`src/rtl/pm_evt_pkg.sv`:
```
package pm_evt_pkg;

    localparam int unsigned REG_W      = 16;
    localparam int unsigned BUS_W      = 32;
    localparam int unsigned OFS_W      = 6;
    localparam int unsigned NUM_HW_EVT = 3;

    localparam logic [OFS_W-1:0] OFS_STS = 6'h00;
    localparam logic [OFS_W-1:0] OFS_EN  = 6'h02;
    localparam logic [OFS_W-1:0] OFS_CTL = 6'h04;
    localparam logic [OFS_W-1:0] OFS_TMR = 6'h08;

    localparam int unsigned BIT_TMROF  = 0;
    localparam int unsigned BIT_GBL    = 5;
    localparam int unsigned BIT_PWRBTN = 8;
    localparam int unsigned BIT_RTC    = 10;
    localparam int unsigned BIT_SLEEP  = 13;
    localparam int unsigned BIT_SCI_EN = 0;
    localparam int unsigned TYP_LO     = 10;

    localparam logic [REG_W-1:0] STS_LIVE =
        (REG_W'(1) << BIT_TMROF) | (REG_W'(1) << BIT_GBL) |
        (REG_W'(1) << BIT_PWRBTN) | (REG_W'(1) << BIT_RTC);

    typedef enum logic [1:0] {
        SLP_SOFT_OFF = 2'd0,
        SLP_TYPE_1   = 2'd1,
        SLP_TYPE_2   = 2'd2,
        SLP_TYPE_3   = 2'd3
    } slp_typ_e;

    typedef struct packed {
        logic     req;
        slp_typ_e typ;
    } sleep_cmd_t;

    typedef struct packed {
        logic [REG_W-1:0] sts;
        logic [REG_W-1:0] en;
        logic [REG_W-1:0] ctl;
    } pm_regs_t;

    // Status bit position driven by each hardware event input.
    function automatic int unsigned hw_evt_bit(input int unsigned idx);
        case (idx)
            0:       return BIT_GBL;
            1:       return BIT_PWRBTN;
            default: return BIT_RTC;
        endcase
    endfunction

    function automatic sleep_cmd_t decode_sleep(input logic [REG_W-1:0] val);
        sleep_cmd_t c;
        c.req = val[BIT_SLEEP];
        c.typ = slp_typ_e'(val[TYP_LO +: 2]);
        return c;
    endfunction

endpackage

```
`src/rtl/pm_tmr_counter.sv`:
```
module pm_tmr_counter #(
    parameter int unsigned TMR_W = 24
) (
    input  logic             clk,
    input  logic             rst,
    input  logic             tick_en,
    output logic [TMR_W-1:0] count,
    output logic             ovf_evt
);
    localparam int unsigned TOP = TMR_W - 1;

    logic [TMR_W-1:0] cnt_next;

    assign cnt_next = count + TMR_W'(1);
    // Overflow event whenever the top bit flips on a tick.
    assign ovf_evt  = tick_en && (count[TOP] != cnt_next[TOP]);

    always_ff @(posedge clk) begin
        if (rst) begin
            count <= '0;
        end else if (tick_en) begin
            count <= cnt_next;
        end
    end
endmodule

```
`src/rtl/pm_evt_regs.sv`:
```
module pm_evt_regs
    import pm_evt_pkg::*;
(
    input  logic                  clk,
    input  logic                  rst,
    input  logic                  wr_word,
    input  logic [OFS_W-1:0]      wr_ofs,
    input  logic [REG_W-1:0]      wr_val,
    input  logic                  ovf_evt,
    input  logic [NUM_HW_EVT-1:0] hw_evt,
    input  logic                  sb_set,
    input  logic                  sb_clr,
    output pm_regs_t              regs_q,
    output logic                  sci,
    output logic                  shutdown_req
);
    logic [REG_W-1:0] evt_vec [NUM_HW_EVT];
    logic [REG_W-1:0] set_all;
    logic [REG_W-1:0] clr_vec;
    pm_regs_t         regs_d;
    sleep_cmd_t       cmd;
    logic             shut_d;

    for (genvar g = 0; g < NUM_HW_EVT; g++) begin : g_evt
        assign evt_vec[g] = hw_evt[g] ? (REG_W'(1) << hw_evt_bit(g)) : '0;
    end

    always_comb begin
        set_all = ovf_evt ? (REG_W'(1) << BIT_TMROF) : '0;
        for (int i = 0; i < NUM_HW_EVT; i++) begin
            set_all = set_all | evt_vec[i];
        end
    end

    assign clr_vec = (wr_word && wr_ofs == OFS_STS) ? wr_val : '0;
    assign cmd     = decode_sleep(wr_val);

    always_comb begin
        regs_d     = regs_q;
        regs_d.sts = ((regs_q.sts & ~clr_vec) | set_all) & STS_LIVE;
        if (wr_word && wr_ofs == OFS_EN) begin
            regs_d.en = wr_val;
        end
        if (wr_word && wr_ofs == OFS_CTL) begin
            regs_d.ctl = wr_val & ~(REG_W'(1) << BIT_SLEEP);
        end
        if (sb_clr) begin
            regs_d.ctl[BIT_SCI_EN] = 1'b0;
        end else if (sb_set) begin
            regs_d.ctl[BIT_SCI_EN] = 1'b1;
        end
        shut_d = wr_word && (wr_ofs == OFS_CTL) && cmd.req && (cmd.typ == SLP_SOFT_OFF);
    end

    always_ff @(posedge clk) begin
        if (rst) begin
            regs_q       <= '0;
            sci          <= 1'b0;
            shutdown_req <= 1'b0;
        end else begin
            regs_q       <= regs_d;
            sci          <= |(regs_q.sts & regs_q.en & STS_LIVE);
            shutdown_req <= shut_d;
        end
    end
endmodule

```
`src/rtl/pm_rd_mux.sv`:
```
module pm_rd_mux
    import pm_evt_pkg::*;
#(
    parameter int unsigned TMR_W = 24
) (
    input  logic             clk,
    input  logic             rst,
    input  logic             rd_en,
    input  logic             rd_dword,
    input  logic [OFS_W-1:0] rd_ofs,
    input  pm_regs_t         regs_q,
    input  logic [TMR_W-1:0] count,
    output logic             rd_valid,
    output logic [BUS_W-1:0] rd_data
);
    localparam int unsigned PAD_W = BUS_W - TMR_W;

    logic [BUS_W-1:0] rd_d;

    always_comb begin
        rd_d = '0;
        if (rd_dword) begin
            if (rd_ofs == OFS_TMR) begin
                rd_d = {{PAD_W{1'b0}}, count};
            end
        end else begin
            case (rd_ofs)
                OFS_STS: rd_d = BUS_W'(regs_q.sts);
                OFS_EN:  rd_d = BUS_W'(regs_q.en);
                OFS_CTL: rd_d = BUS_W'(regs_q.ctl);
                default: rd_d = '0;
            endcase
        end
    end

    always_ff @(posedge clk) begin
        if (rst) begin
            rd_valid <= 1'b0;
            rd_data  <= '0;
        end else begin
            rd_valid <= rd_en;
            if (rd_en) begin
                rd_data <= rd_d;
            end
        end
    end
endmodule

```
`src/rtl/acpi_pm_evt.sv`:
```
module acpi_pm_evt
    import pm_evt_pkg::*;
#(
    parameter int unsigned TMR_W = 24
) (
    input  logic        clk,
    input  logic        rst,
    input  logic        tick_en,
    input  logic        acc_valid,
    input  logic        acc_write,
    input  logic        acc_dword,
    input  logic [5:0]  acc_addr,
    input  logic [31:0] wr_data,
    output logic        rd_valid,
    output logic [31:0] rd_data,
    input  logic [2:0]  hw_evt,
    input  logic        sci_en_set,
    input  logic        sci_en_clr,
    output logic        sci,
    output logic        shutdown_req
);
    logic [TMR_W-1:0] tmr_count;
    logic             ovf_evt;
    pm_regs_t         regs_q;
    logic             wr_word;
    logic             rd_en;
    logic             unused_hi;

    assign wr_word   = acc_valid && acc_write && !acc_dword;
    assign rd_en     = acc_valid && !acc_write;
    assign unused_hi = ^wr_data[BUS_W-1:REG_W];

    pm_tmr_counter #(.TMR_W(TMR_W)) u_tmr (
        .clk     (clk),
        .rst     (rst),
        .tick_en (tick_en),
        .count   (tmr_count),
        .ovf_evt (ovf_evt)
    );

    pm_evt_regs u_regs (
        .clk          (clk),
        .rst          (rst),
        .wr_word      (wr_word),
        .wr_ofs       (acc_addr),
        .wr_val       (wr_data[REG_W-1:0]),
        .ovf_evt      (ovf_evt),
        .hw_evt       (hw_evt),
        .sb_set       (sci_en_set),
        .sb_clr       (sci_en_clr),
        .regs_q       (regs_q),
        .sci          (sci),
        .shutdown_req (shutdown_req)
    );

    pm_rd_mux #(.TMR_W(TMR_W)) u_rd (
        .clk      (clk),
        .rst      (rst),
        .rd_en    (rd_en),
        .rd_dword (acc_dword),
        .rd_ofs   (acc_addr),
        .regs_q   (regs_q),
        .count    (tmr_count),
        .rd_valid (rd_valid),
        .rd_data  (rd_data)
    );
endmodule

```
`config.mk`:
```
export PLATFORM = sky130hd
export DESIGN_NAME = acpi_pm_evt
export DESIGN_NICKNAME = d
export VERILOG_FILES = /design/src/rtl/pm_evt_pkg.sv /design/src/rtl/pm_tmr_counter.sv /design/src/rtl/pm_evt_regs.sv /design/src/rtl/pm_rd_mux.sv /design/src/rtl/acpi_pm_evt.sv
export SDC_FILE = /design/constraint.sdc
export NUM_CORES = 1
export LEC_CHECK = 0
export BUFFER_PORTS_ARGS = -buffer_cell sky130_fd_sc_hd__buf_2
export CORE_MARGIN = 5
export CORE_UTILIZATION = 25
export DETAILED_ROUTE_END_ITERATION = 6
export PLACE_DENSITY = 0.54
export REMOVE_ABC_BUFFERS = 1
export SYNTH_ARGS = -nofsm -noshare
export SYNTH_HDL_FRONTEND = slang
export SYNTH_HIERARCHICAL = 1
export SYNTH_SLANG_ARGS = --single-unit
```
`constraint.sdc`:
```
create_clock -name clk -period 2.2 [get_ports clk]
set_input_delay 0.33 -clock clk [delete_from_list [all_inputs] [get_ports clk]]
set_output_delay 0.33 -clock clk [all_outputs]
set_load 0.01 [all_outputs]
```
After elaboration in Yosys (flattened, before gate mapping)
Cells that the tools add are included.

Bits in registers: 94. Bits in latches: 0. RAM bits: 0. Bits in read-only memories: 0. Input port bits: 49. Output and inout port bits: 35. Word-level logic and storage cells: 47. Memories: 0.

Add/subtract/negate cells: 1. Multiply operators: 0. Divide/modulo/power cells: 0. $lt $le $gt $ge: 0. Eq/ne operators: 4. Shift-type cells: 0. Mux-type cells: 10. Bitwise operators: 7. Reductions and logical operators: 16.

Operators by type and width (number): one-hot mux 16 bit (3 select lines) (1); bitwise OR 11 bit (4); two-way mux 32 bit (1); adder 24 x 1 -> 24 bit, second input constant (1); two-way mux 24 bit (1); bitwise AND 11 bit (2); two-way mux 11 bit (2); inverter 11 bit (1); logical AND 1 bit (9); two-way mux 9 bit (1); == test 6 x 2 -> 1 bit, second input constant (1); == test 6 x 3 -> 1 bit, second input constant (1); == test 6 x 4 -> 1 bit, second input constant (1); zero test 6 bit (1); two-way mux 6 bit (1); OR reduction 4 bit (1); two-way mux 1 bit (3); zero test 1 bit (2); zero test 2 bit (1); nonzero test 2 bit (1); OR reduction 2 bit (1); inequality test 1 bit (1).

Longest topological paths before layout
Depth after elaboration: 8. Mapped depth: 7. Gate-level depth less buffers: 5.

Hierarchy
The synthesis kept the hierarchy.

Modules (own cells, without submodules): pm_evt_regs (instances 1, cells an instance 183, area each 1619.1 sq um, sequential area each 740.7 sq um); pm_rd_mux (instances 1, cells an instance 130, area each 1395.1 sq um, sequential area each 500.5 sq um); pm_tmr_counter (instances 1, cells an instance 128, area each 1082.3 sq um, sequential area each 480.5 sq um); acpi_pm_evt (instances 1, cells an instance 2, area each 18.8 sq um, sequential area each 0.0 sq um).

Worst setup path before layout
No wires, ideal clock.

Path type: reg-to-reg. From: register u_tmr.count[0]. To: register u_tmr.count[18]. Setup time: 70 ps. Arrival: 1863 ps. Required time: 2130 ps. Slack: 266 ps. Cell stages (with the launch flop): 8. Path buffers: 2. Period minus slack after synthesis: 1934 ps. Cell sequence: dfxtp_1 ha_1 and4_1 buf_4 or4b_1 buf_2 or3_1 a21oi_1.

Cells in the longest elaborated chain, start to end: 1.

Ends and longest elaborated chain: start: declaration (RTL line pm_tmr_counter.sv:7) `output logic [TMR_W-1:0] count,`; start signal: assignment (RTL line pm_tmr_counter.sv:22) `count <= cnt_next;`; adder 24 x 1 -> 24 bit (RTL line pm_tmr_counter.sv:14) `assign cnt_next = count + TMR_W'(1);`.

Every way passes these cells. A chain may end at the register's enable or synchronous reset.

Worst setup path after layout
From: register u_tmr.count[1]. To: register u_tmr.count[22].

The elaborated chain is that of the path after synthesis.

==> summary.md <==
| Metric | Value |
|---|---|
| Result of the run | `finished, final reports clean` |
| TNS Setup | `0 ps` |
| DRC Markers | `0` |
| Cts repair resizes | `0` |
| Clock Skew | `5.631 ps` |
| Place WS | `roughly 160 ps` |
| Initial drt markers | `203` |
| Die ar. | `0.01913 mm2` |
| I/O pin count | `between 80 and 90` |
| TritonRoute pass-1 iters | `4` |
| Clk slew on worst S/H paths | `roughly 60 ps` |
| Leakage | `between 1.5 and 2 nW` |
| Yosys warning count | `6` |
| Minimum clock period | `2046 ps` |
| Slew HR | `between 30 and 40%` |
| WL final | `11200 um` |
| CP startpoint kind | `flip-flop` |
| Die H | `approximately 140 um` |
| Hold Path Class | `in -> reg` |
| Clk_lat worst skew | `approximately 340 ps` |
| Worst VDD drop | `0.3569 mV` |
| Final hold viol count | `0` |
| Cell Pwr Density | `689.6 mW/mm2` |
| Global-route wire length before repair | `approximately 18000 um` |
| Crit-path cells | `ha_1 -> and4_1 -> or4b_1 -> or3_1 -> a21oi_1` |
| Area grow syn2layout | `18.58%` |
| RSZ-0062 raised after global routing | `no` |
| Initial antenna violation count | `0` |
| Worst Max-Slew Pin Slew | `a little over 900 ps` |
| Slowest cell delay on critical path | `a little over 600 ps` |
| Design area | `around 0.005 mm2` |
| Slowest cell on crit path | `or4b_1` |
| Crit-path max FO | `10` |
| Gpl congestion | `0.8003` |
| Critical path endpoint category | `flip-flop` |
| Antenna Nets Post-Route | `0` |
| Port Buffer Count | `just under 60` |
| Post-DP Area | `0.004596 mm2` |
| Max Cap Viol | `0` |
| DP HPWL | `between 7000 and 8000 um` |
| Worst Setup Path Type | `reg -> reg` |
| Hold Slack | `approximately 170 ps` |
| Clock Sinks | `between 80 and 90` |
| # nets final | `between 500 and 600` |
| Clock tree buffer depth | `2` |
| CTS tree | `done` |
| Die Wd | `roughly 140 um` |
| Crit share post-route | `roughly 93%` |
| Critical path arrival | `2310 ps` |
| Setup Fix Bufs, Post-CTS | `0` |
| TritonCTS buffer count | `9` |
| GRT Overall Usage | `11.74%` |
| Sequential element share of the synthesized area | `about two fifths` |
| Data required, critical path | `roughly 2500 ps` |
| CTS H-tree depth | `3` |
| Largest net degree at the start of global routing | `36` |
| CTS Hold Bufs | `0` |
| Vias in the first global route | `between 3k and 4k` |
| Mean Syn Cell Area | `slightly above 9 um2` |
| Initial Util | `25.17%` |
| Commonest register cell after synthesis | `dfxtp_1` |
| Area leader, netlist | `dfxtp_1` |
| EDFF count, synth | `0` |
| Fin. max-slew vios | `0` |
| Area fraction of the dominant cell type after synthesis | `between 40% and 50%` |
| Placement Rows | `47` |
| Seq cells post-synth | `86` |
| Vias | `approximately 3.5k` |
| Core area | `0.01635 mm2` |
| Layout cell share with drive strength beyond 1 | `between 20% and 30%` |
| Final setup margin | `around 150 ps` |
| Drt wl/cell | `15.45 um` |
| Cell area after synthesis | `about 0.0041 mm2` |
| Total grt overflow | `0` |
| Post-synth cell types | `between 50 and 60` |
| ANT cells | `0` |
| Top cells by area, synth | `dfxtp_1 (42%), a21oi_1 (5.1%), nand3_1 (4.4%)` |
| Asr flop ratio synth | `0%` |
| Finish-stage setup viols | `0` |
| Root Driver | `clkbuf_16` |
| Cells after Synth | `~440` |
| Fmax | `488.8 MHz` |
| Vias per cell | `4.822` |
## synthesized netlist by cell type, drive strengths merged, types with 2 or more instances
| master | instances |
|---|---|
| xnor2 | 6 |
| a31o | 2 |
| and3 | 2 |
| nand3 | 36 |
| xor2 | 5 |
| or3b | 2 |
| mux2 | 16 |
| nand4 | 7 |
| or4 | 3 |
| nand2 | 9 |
| nor2 | 24 |
| buf | 37 |
| o22ai | 15 |
| or3 | 10 |
| dfxtp | 86 |
| nor4 | 3 |
| o21ai | 42 |
| and4b | 4 |
| a221oi | 16 |
| clkbuf | 14 |
| and4 | 3 |
| nor3b | 3 |
| a22oi | 2 |
| inv | 4 |
| nand2b | 3 |
| nor3 | 25 |
| a21oi | 42 |
| conb | 2 |
| a22o | 8 |
| or4b | 3 |
## layout by cell type (no fill, tap or decap), drive strengths merged, types with 2 or more instances in the layout
cell type  Yosys  layout
a21oi         42      42
a221oi        16      16
a22o           8       8
a22oi          2       2
a31o           2       2
and3           2       2
and4           3       3
and4b          4       4
buf           37      78
clkbuf        14      12
clkinv         0       2
conb           2      21
dfxtp         86      86
inv            4       4
mux2          16      16
nand2          9       9
nand2b         3       3
nand3         36      36
nand4          7       7
nor2          24      24
nor3          25      25
nor3b          3       3
nor4           3       3
o21ai         42      42
o22ai         15      15
or3           10      10
or3b           2       2
or4            3       3
or4b           3       3
xnor2          6       6
xor2           5       5
## metrics by stage
| stage | power [mW] | utilization, % | instances |
|---|---|---|---|
| floorplan | 1.771 | - | 411 |
| global placement | 1.913 | 28.11 | 709 |
| detailed placement | 1.919 | 28.11 | 709 |
| CTS | 3.405 | 29.85 | 725 |
| global route | 3.499 | 29.85 | 725 |
| finish | 3.365 | 29.85 | 725 |
## critical path, delay by kind of cell, from the launching register on
kind                     cells  cell delay [ps]
AO/OA/AOI/OAI                1              130
AND/OR/NAND/NOR              3             1260
adder cells (fa/ha/maj)      1              190
flip-flops                   1              400
## path summary, 6_finish.rpt
path	endpoint	slack [ps]	cells past startpoint	start
setup reg to reg	u_tmr/count[22]$_SDFFE_PP0P_	150	5	u_tmr/count[1]$_SDFFE_PP0P_
setup / recovery	u_tmr/count[22]$_SDFFE_PP0P_	150	5	u_tmr/count[1]$_SDFFE_PP0P_
hold / removal	u_regs/regs_q[0]$_SDFFE_PP0P_	170	2	sci_en_clr
hold reg to reg	u_rd/rd_data[19]$_SDFFE_PP0P_	480	1	u_rd/rd_data[19]$_SDFFE_PP0P_
## power breakdown
group / switching (mW) / leakage, nW / total [mW] / internal (mW)
logic: 0.171 / 0.996 / 0.279 / 0.108
registers: 0.0196 / 0.696 / 1.60 / 1.58
clock network: 0.605 / 0.137 / 1.48 / 0.877
## logic make-up (layout without fill, tap and decap cells)
kind of cell / Yosys count / count (layout) / synth area share (%)
adders and majority gates: 1 / 1 / 0.3040
and+or+nand+nor: 141 / 141 / 21.53
buffers and inverters: 55 / 98 / 8.665
muxes: 17 / 17 / 4.621
AOI/OAI and AO/OA: 130 / 130 / 20.52
DFF: 86 / 86 / 41.84
xor gates and xnor gates: 11 / 11 / 2.341
other: 2 / 21 / 0.1825
## final cells by class
class	instances	area, um2
fillers	1780	11470
well taps	220	275.3
clock inverters	4	47.55
inverters	4	15.01
repair buffers	78	475.5
flip-flops and latches	86	1722
clock buffers	12	236.5
multi-input cells	321	2108
## routing by layer
metal	wire length (um)	vias to the layer above	GRT usage (%)
li1	-	1729	-
met1	5012	1674	14.85
met2	5503	84	19.73
met3	584	9	2.901
met4	104	0	3.692
met5	0	-	0
## registers in the layout, summed over array words and instances (netlist names)
| signal | count |
|---|---|
| u_regs/regs_q | 35 |
| u_rd/rd_data | 24 |
| u_tmr/count | 24 |
| u_rd/rd_valid | 1 |
| u_regs/sci | 1 |
| u_regs/shutdown_req | 1 |
(Power assumes the default switching activity.)
